[src/rtl/uartRxPkg.sv]
package uartRxPkg;
  localparam int MAX_BITS = 8;
  localparam int IDX_W = $clog2(MAX_BITS);

  typedef enum logic [2:0] {
    ST_HUNT,
    ST_START,
    ST_DATA,
    ST_PARITY,
    ST_STOP,
    ST_FRAMEWAIT,
    ST_BREAK
  } rxState_t;

  // strobes from the control to the datapath
  typedef struct packed {
    logic             clear;
    logic             capData;
    logic             capParity;
    logic             loadChar;
    logic             loadBreak;
    logic             pulseChange;
    logic [IDX_W-1:0] bitIdx;
  } rxStrobe_t;
endpackage

[src/rtl/uartRxSync.sv]
module uartRxSync #(
  parameter int STAGES = 2
) (
  input  logic clk,
  input  logic rstN,
  input  logic rxLine,
  input  logic bitClk,
  output logic lineS,
  output logic bitRise
);
  logic [STAGES-1:0] lineSh;
  logic [STAGES:0]   clkSh;

  always_ff @(posedge clk or negedge rstN) begin
    if (!rstN) begin
      lineSh <= '1;
      clkSh  <= '0;
    end else begin
      lineSh <= {lineSh[STAGES-2:0], rxLine};
      clkSh  <= {clkSh[STAGES-1:0], bitClk};
    end
  end

  assign lineS   = lineSh[STAGES-1];
  assign bitRise = clkSh[STAGES-1] & ~clkSh[STAGES];
endmodule

[src/rtl/uartRxCtrl.sv]
module uartRxCtrl
  import uartRxPkg::*;
#(
  parameter int OVS        = 16,
  parameter int BREAK_HIGH = 2
) (
  input  logic      clk,
  input  logic      rstN,
  input  logic      mode16,
  input  logic      tickEn,
  input  logic      bitRise,
  input  logic      lineS,
  input  logic [1:0] dataBits,
  input  logic      parEn,
  input  logic      allZero,
  output rxStrobe_t strb
);
  localparam int PW  = $clog2(OVS);
  localparam int HCW = $clog2(BREAK_HIGH + 1);
  localparam logic [PW-1:0]  MID_PH     = PW'(OVS / 2 - 1);
  localparam logic [PW-1:0]  RESTART_PH = PW'(OVS - 1);
  localparam logic [HCW-1:0] HIGH_LAST  = HCW'(BREAK_HIGH - 1);

  rxState_t         state, stateN;
  logic [PW-1:0]    phase, phaseN, phaseInc;
  logic [IDX_W-1:0] bitCnt, bitCntN, lastIdx;
  logic [HCW-1:0]   highCnt, highCntN;
  logic             prevS, prevN;
  logic             step, atMid;

  assign step     = mode16 ? tickEn : bitRise;
  assign phaseInc = phase + 1'b1;
  assign atMid    = mode16 ? (phaseInc == MID_PH) : 1'b1;
  assign lastIdx  = IDX_W'(dataBits) + IDX_W'(4);

  always_comb begin
    stateN   = state;
    phaseN   = phase;
    bitCntN  = bitCnt;
    highCntN = highCnt;
    prevN    = prevS;
    strb     = '0;
    strb.bitIdx = bitCnt;
    case (state)
      ST_HUNT: begin
        if (step) begin
          if (mode16) begin
            prevN = lineS;
            if (prevS && !lineS) begin
              phaseN    = '0;
              stateN    = ST_START;
              strb.clear = 1'b1;
            end
          end else if (!lineS) begin
            bitCntN    = '0;
            stateN     = ST_DATA;
            strb.clear = 1'b1;
          end
        end
      end
      ST_START: begin
        if (step) begin
          phaseN = phaseInc;
          if (atMid) begin
            if (!lineS) begin
              bitCntN = '0;
              stateN  = ST_DATA;
            end else begin
              prevN  = 1'b1;
              stateN = ST_HUNT;
            end
          end
        end
      end
      ST_DATA: begin
        if (step) begin
          phaseN = phaseInc;
          if (atMid) begin
            strb.capData = 1'b1;
            if (bitCnt == lastIdx) stateN = parEn ? ST_PARITY : ST_STOP;
            else bitCntN = bitCnt + 1'b1;
          end
        end
      end
      ST_PARITY: begin
        if (step) begin
          phaseN = phaseInc;
          if (atMid) begin
            strb.capParity = 1'b1;
            stateN = ST_STOP;
          end
        end
      end
      ST_STOP: begin
        if (step) begin
          phaseN = phaseInc;
          if (atMid) begin
            if (!lineS && allZero) begin
              strb.loadBreak   = 1'b1;
              strb.pulseChange = 1'b1;
              highCntN = '0;
              stateN   = ST_BREAK;
            end else begin
              strb.loadChar = 1'b1;
              if (!lineS && mode16) begin
                stateN = ST_FRAMEWAIT;
              end else begin
                prevN  = lineS;
                stateN = ST_HUNT;
              end
            end
          end
        end
      end
      ST_FRAMEWAIT: begin
        if (step) begin
          phaseN = phaseInc;
          if (phaseInc == RESTART_PH) begin
            if (!lineS) begin
              phaseN     = '0;
              strb.clear = 1'b1;
              stateN     = ST_START;
            end else begin
              prevN  = 1'b1;
              stateN = ST_HUNT;
            end
          end
        end
      end
      ST_BREAK: begin
        if (lineS) begin
          if (highCnt == HIGH_LAST) begin
            strb.pulseChange = 1'b1;
            highCntN = '0;
            prevN    = 1'b1;
            stateN   = ST_HUNT;
          end else begin
            highCntN = highCnt + 1'b1;
          end
        end else begin
          highCntN = '0;
        end
      end
      default: stateN = ST_HUNT;
    endcase
  end

  always_ff @(posedge clk or negedge rstN) begin
    if (!rstN) begin
      state   <= ST_HUNT;
      phase   <= '0;
      bitCnt  <= '0;
      highCnt <= '0;
      prevS   <= 1'b1;
    end else begin
      state   <= stateN;
      phase   <= phaseN;
      bitCnt  <= bitCntN;
      highCnt <= highCntN;
      prevS   <= prevN;
    end
  end
endmodule

[src/rtl/uartRxData.sv]
module uartRxData
  import uartRxPkg::*;
(
  input  logic                clk,
  input  logic                rstN,
  input  logic                lineS,
  input  rxStrobe_t           strb,
  input  logic                parEn,
  input  logic                parOdd,
  output logic [MAX_BITS-1:0] charData,
  output logic                parityErr,
  output logic                frameErr,
  output logic                breakFlag,
  output logic                charValid,
  output logic                breakChange,
  output logic                allZero
);
  logic [MAX_BITS-1:0] shiftReg, capEn;
  logic                parReg;

  for (genvar i = 0; i < MAX_BITS; i++) begin : gCap
    assign capEn[i] = strb.capData && (strb.bitIdx == IDX_W'(i));
  end

  assign allZero = (shiftReg == '0) && !(parEn && parReg);

  always_ff @(posedge clk or negedge rstN) begin
    if (!rstN) begin
      shiftReg    <= '0;
      parReg      <= 1'b0;
      charData    <= '0;
      parityErr   <= 1'b0;
      frameErr    <= 1'b0;
      breakFlag   <= 1'b0;
      charValid   <= 1'b0;
      breakChange <= 1'b0;
    end else begin
      charValid   <= 1'b0;
      breakChange <= strb.pulseChange;
      if (strb.clear) begin
        shiftReg <= '0;
        parReg   <= 1'b0;
      end else begin
        for (int b = 0; b < MAX_BITS; b++) begin
          if (capEn[b]) shiftReg[b] <= lineS;
        end
        if (strb.capParity) parReg <= lineS;
      end
      if (strb.loadChar) begin
        charData  <= shiftReg;
        parityErr <= parEn && ((^shiftReg ^ parReg) != parOdd);
        frameErr  <= ~lineS;
        breakFlag <= 1'b0;
        charValid <= 1'b1;
      end else if (strb.loadBreak) begin
        charData  <= '0;
        parityErr <= 1'b0;
        frameErr  <= 1'b1;
        breakFlag <= 1'b1;
        charValid <= 1'b1;
      end
    end
  end
endmodule

[src/rtl/uartRx.sv]
module uartRx
  import uartRxPkg::*;
#(
  parameter int OVS         = 16,
  parameter int SYNC_STAGES = 2,
  parameter int BREAK_HIGH  = 2
) (
  input  logic       clk,
  input  logic       rstN,
  input  logic       mode16,
  input  logic       tickEn,
  input  logic       bitClk,
  input  logic       rxLine,
  input  logic [1:0] dataBits,
  input  logic [1:0] parityCfg,
  output logic [7:0] charData,
  output logic       parityErr,
  output logic       frameErr,
  output logic       breakFlag,
  output logic       charValid,
  output logic       breakChange
);
  logic      lineS, bitRise, allZero;
  rxStrobe_t strb;

  uartRxSync #(.STAGES(SYNC_STAGES)) uSync (
    .clk(clk), .rstN(rstN), .rxLine(rxLine), .bitClk(bitClk),
    .lineS(lineS), .bitRise(bitRise)
  );

  uartRxCtrl #(.OVS(OVS), .BREAK_HIGH(BREAK_HIGH)) uCtrl (
    .clk(clk), .rstN(rstN), .mode16(mode16), .tickEn(tickEn),
    .bitRise(bitRise), .lineS(lineS), .dataBits(dataBits),
    .parEn(parityCfg[0]), .allZero(allZero), .strb(strb)
  );

  uartRxData uData (
    .clk(clk), .rstN(rstN), .lineS(lineS), .strb(strb),
    .parEn(parityCfg[0]), .parOdd(parityCfg[1]),
    .charData(charData), .parityErr(parityErr), .frameErr(frameErr),
    .breakFlag(breakFlag), .charValid(charValid),
    .breakChange(breakChange), .allZero(allZero)
  );
endmodule

[config.mk]
export PLATFORM = sky130hd
export DESIGN_NAME = uartRx
export DESIGN_NICKNAME = d
export VERILOG_FILES = /design/src/rtl/uartRxPkg.sv /design/src/rtl/uartRxSync.sv /design/src/rtl/uartRxCtrl.sv /design/src/rtl/uartRxData.sv /design/src/rtl/uartRx.sv
export SDC_FILE = /design/constraint.sdc
export NUM_CORES = 1
export LEC_CHECK = 0
export ABC_AREA = 1
export BUFFER_PORTS_ARGS = -buffer_cell sky130_fd_sc_hd__buf_4
export CORE_MARGIN = 1.5
export CORE_UTILIZATION = 55
export CTS_CLUSTER_SIZE = 40
export DETAILED_ROUTE_END_ITERATION = 12
export GPL_TIMING_DRIVEN = 0
export HOLD_SLACK_MARGIN = 0.08
export PLACE_DENSITY = 0.77
export SLEW_MARGIN = 10
export SYNTH_ARGS = -nofsm -noshare
export SYNTH_HDL_FRONTEND = slang
export SYNTH_SLANG_ARGS = --single-unit
[constraint.sdc]
create_clock -name clk -period 1.8 [get_ports clk]
set_input_delay 0.18 -clock clk [delete_from_list [all_inputs] [get_ports clk]]
set_output_delay 0.18 -clock clk [all_outputs]
set_load 0.02 [all_outputs]
==> qor.tcl <==
set qor(syn_std_cell_area_um2) 2590
set qor(grt_antenna_before_repair) 0
set qor(vdd_ir_drop_max_v) 0.000675
set qor(initial_core_util_pct) 58.4
set qor(post_place_setup_slack_ns) 0.0232
set qor(postSynthRegisterBits) 40
set qor(die_w_um) 71.7
set qor(post_synth.cell_area_avg_um2) 8.11
set qor(ff2ff_path_depth) 11
set qor(clock_root_buffer_master) {sky130_fd_sc_hd__clkbuf_8}
set qor(worst-endpoint-arrival_ns) 1.94
set qor(grt_max_degree) 41
set qor(yosysUniqueCellTypes) 40
set qor(detail_route.vias_per_cell) 5.35
set qor(final_util_pct) 68.3
set qor(status) {completed}
set qor(avgRoutedWirePerCell_um) 13.2
set qor(grt_usage_pct) 22.9
set qor(synth_nets) 342
set qor(coreArea_um2) 4440
set qor(post_synth_inst_count) 320
set qor(synthTopCellsByCount) {sky130_fd_sc_hd__nand2_1 (80), sky130_fd_sc_hd__dfrtp_1 (37), sky130_fd_sc_hd__inv_1 (35)}
set qor(post-synth-top-area-cell) {sky130_fd_sc_hd__dfrtp_1}
set qor(detailed_place.area_um2) 2820
set qor(startpoint_of_the_worst_slack_reg_to_reg_timing_path) {uCtrl.phase[0]}
set qor(setup_viol) 0
set qor(drive_gt1_share_pct) 27.2
set qor(final-max-slew-violation-count) 0
set qor(worst_slack_ns) 0.0459
set qor(synth.yosys.seq_area_share_pct) 38.7
set qor(fin_nets) 378
set qor(rsz0062_at_grt) {yes}
set qor(placementRows) 24
set qor(clock_tree.buffer_depth) 2
set qor(postSynth.asyncResetShare_pct) 100
set qor(insertion_delay_ns) 0.30
set qor(clk_transition_reported_paths_ns) 0.09
set qor(worst-setup-path-type) {flip-flop to flip-flop}
set qor(antenna_violating_nets_left) 0
set qor(worstSetupEndpointType) {flip-flop}
set qor(final.fill_count) 390
set qor(timing.critical_path.required_ns) 1.98
set qor(cts_tree) {done}
set qor(final.min_clock_period_ns) 1.75
set qor(grt_pass1_wl_um) 9310
set qor(power.static_leakage_uw) 0.00156
set qor(min_delay_path_class) {input pin to flip-flop}
set qor(synth_enable_flop_cells) 0
set qor(io_buffer_count) 21
set qor(worstHoldStart) {parityCfg[0]}
set qor(num_antenna_cells) 0
set qor(design.portCount) 23
set qor(post-synth-top-count-cell) {sky130_fd_sc_hd__nand2_1}
set qor(route.final.wire_length_um) 5380
set qor(relSlewSlack_pct) 66.4
set qor(timing.hold.ws_ns) 0.175
set qor(timing.critical_path.from) {uCtrl.phase[0]}
set qor(clock-sinks) 40
set qor(routed-via-count) 2188
set qor(pwr_density_cell_nw_per_um2) 1540
set qor(synth_warnings) 0
set qor(worst_clock_skew_ns) 0.0117
set qor(critical_path.startpoint_type) {flip-flop}
set qor(rrSetupSlack_ns) 0.05
set qor(drv.max_cap_violation_count) 0
set qor(clock_buffer_count_from_cts) 5
set qor(synth_top_cells_by_area) {sky130_fd_sc_hd__dfrtp_1 (36%), sky130_fd_sc_hd__nand2_1 (12%), sky130_fd_sc_hd__ha_1 (5.8%)}
set qor(cp_max_fo) 6
set qor(clock_tree.htree_level_count) 2
set qor(tns_ns) 0
set qor(synth_top_area_share_pct) 35.7
set qor(gr-total-overflow) 0
set qor(final_design_area_no_fill_um2) 3030
set qor(sum_of_net_half_perimeters_after_detailed_placement_um) 3920
set qor(die_area_um2) 5140
set qor(final_min_period_over_clock_period_pct) 97.4
set qor(final_hold_viol_count) 0
set qor(dr.first_iter.drc_count) 148
set qor(fmax_mhz) 570
set qor(area.growth.synth_to_final_pct) 17.0
set qor(route.detailed.drc) 0
set qor(synth-main-ff-cell) {sky130_fd_sc_hd__dfrtp_1}
set qor(die_h_um) 71.7
set qor(worst-slew-pin-transition_ns) 0.504
set qor(regToRegEndpoint) {uCtrl.state[1]}
set qor(drt_pass1_iterations) 6
set qor(number_of_global_route_vias_before_repair) 2028
set qor(place.gp.congestion) 0.917
set qor(worstSetupEndpoint) {uCtrl.state[1]}
registers in the layout (all words and copies together), names as in the netlist:
signal and flops:
uCtrl.bitCnt 3, uCtrl.highCnt 2, uCtrl.phase 4, uCtrl.prevS 1
uCtrl.state 3, uData.breakChange 1, uData.breakFlag 1, uData.charData 8
uData.charValid 1, uData.frameErr 1, uData.parReg 1, uData.parityErr 1
uData.shiftReg 8, uSync.clkSh 3, uSync.lineSh 2
critical path, stage by stage, from the launching register on:
cell and delay [ns]:
sky130_fd_sc_hd__dfrtp_2 0.47, sky130_fd_sc_hd__ha_4 0.18, sky130_fd_sc_hd__nand2_2 0.07, sky130_fd_sc_hd__nand2_4 0.06
sky130_fd_sc_hd__nor2_4 0.13, sky130_fd_sc_hd__nand2_4 0.08, sky130_fd_sc_hd__nand2_4 0.10, sky130_fd_sc_hd__nand2_8 0.09
sky130_fd_sc_hd__o21ai_4 0.09, sky130_fd_sc_hd__nand4_1 0.20, sky130_fd_sc_hd__nand2_1 0.12, sky130_fd_sc_hd__nand2_1 0.06
cell usage in the layout, fill, tap and decap left out, types with 10 or more instances in the layout:
cell / count
sky130_fd_sc_hd__nand2_2: 15
sky130_fd_sc_hd__o21ai_1: 13
sky130_fd_sc_hd__inv_1: 34
sky130_fd_sc_hd__o21ai_0: 10
sky130_fd_sc_hd__dfrtp_1: 35
sky130_fd_sc_hd__nor2_1: 21
sky130_fd_sc_hd__nand2_1: 79
sky130_fd_sc_hd__ha_1: 11
sky130_fd_sc_hd__nand3_1: 29
sky130_fd_sc_hd__buf_4: 26
cells by family after synthesis:
kind of cell	after synthesis	synth area share (%)
and+or+nand+nor	175	36.1
buffers and inverters	50	9.21
DFF	40	38.7
AOI/OAI and AO/OA	39	8.78
adders and majority gates	12	5.79
xor gates and xnor gates	4	1.35
per-stage QoR:
stage,power [uW],cells
finish,4660,409
global route,5050,409
CTS,4600,404
detailed placement,3840,393
global placement,3770,393
floorplan,3260,320
layer usage:
layer	vias up	share of wire, %	global-route usage, %
li1	1103	-	-
met1	1015	49	33.1
met2	62	45	35.0
met3	8	5.5	4.64
met4	0	1.3	6.92
met5	-	0	0
worst min path at each step:
stage,to,slack (ns),depth (start not counted)
after floorplan,uCtrl.bitCnt[0],-0.12,0
after global placement,uSync.clkSh[0],0.19,1
after detailed placement,uSync.clkSh[0],0.19,1
after CTS,uData.parityErr,0.18,3
after global routing,uData.parityErr,0.22,3
final,uData.parityErr,0.17,3
cell type report:
cell class	instances	area [um^2]	area share (%)
multi-input cells	230	1380	45.6
repair buffers	29	225	7.42
well taps	52	65.1	2.14
inverters	43	161	5.32
flip-flops and latches	40	1010	33.2
clock inverters	3	42.5	1.40
plain buffers	7	81.3	2.68
clock buffers	5	68.8	2.27
report_power, final:
group	total [uW]	internal, uW	switching, uW	leakage, uW
logic	2440	1010	1430	0.000996
clock network	734	410	324	0.0000541
registers	1490	1240	253	0.000508
total	4660	2660	2010	0.00156
repair_timing:
action                                  in CTS  in global routing
endpoints found under the setup margin       3                 29
hold endpoints to repair                    39                  0
resized for setup                            1                  9
buffers inserted                             0                  5
pin swaps                                    0                 12
hold buffers                                 3                  0
Power figures use the tool's default switching activity.
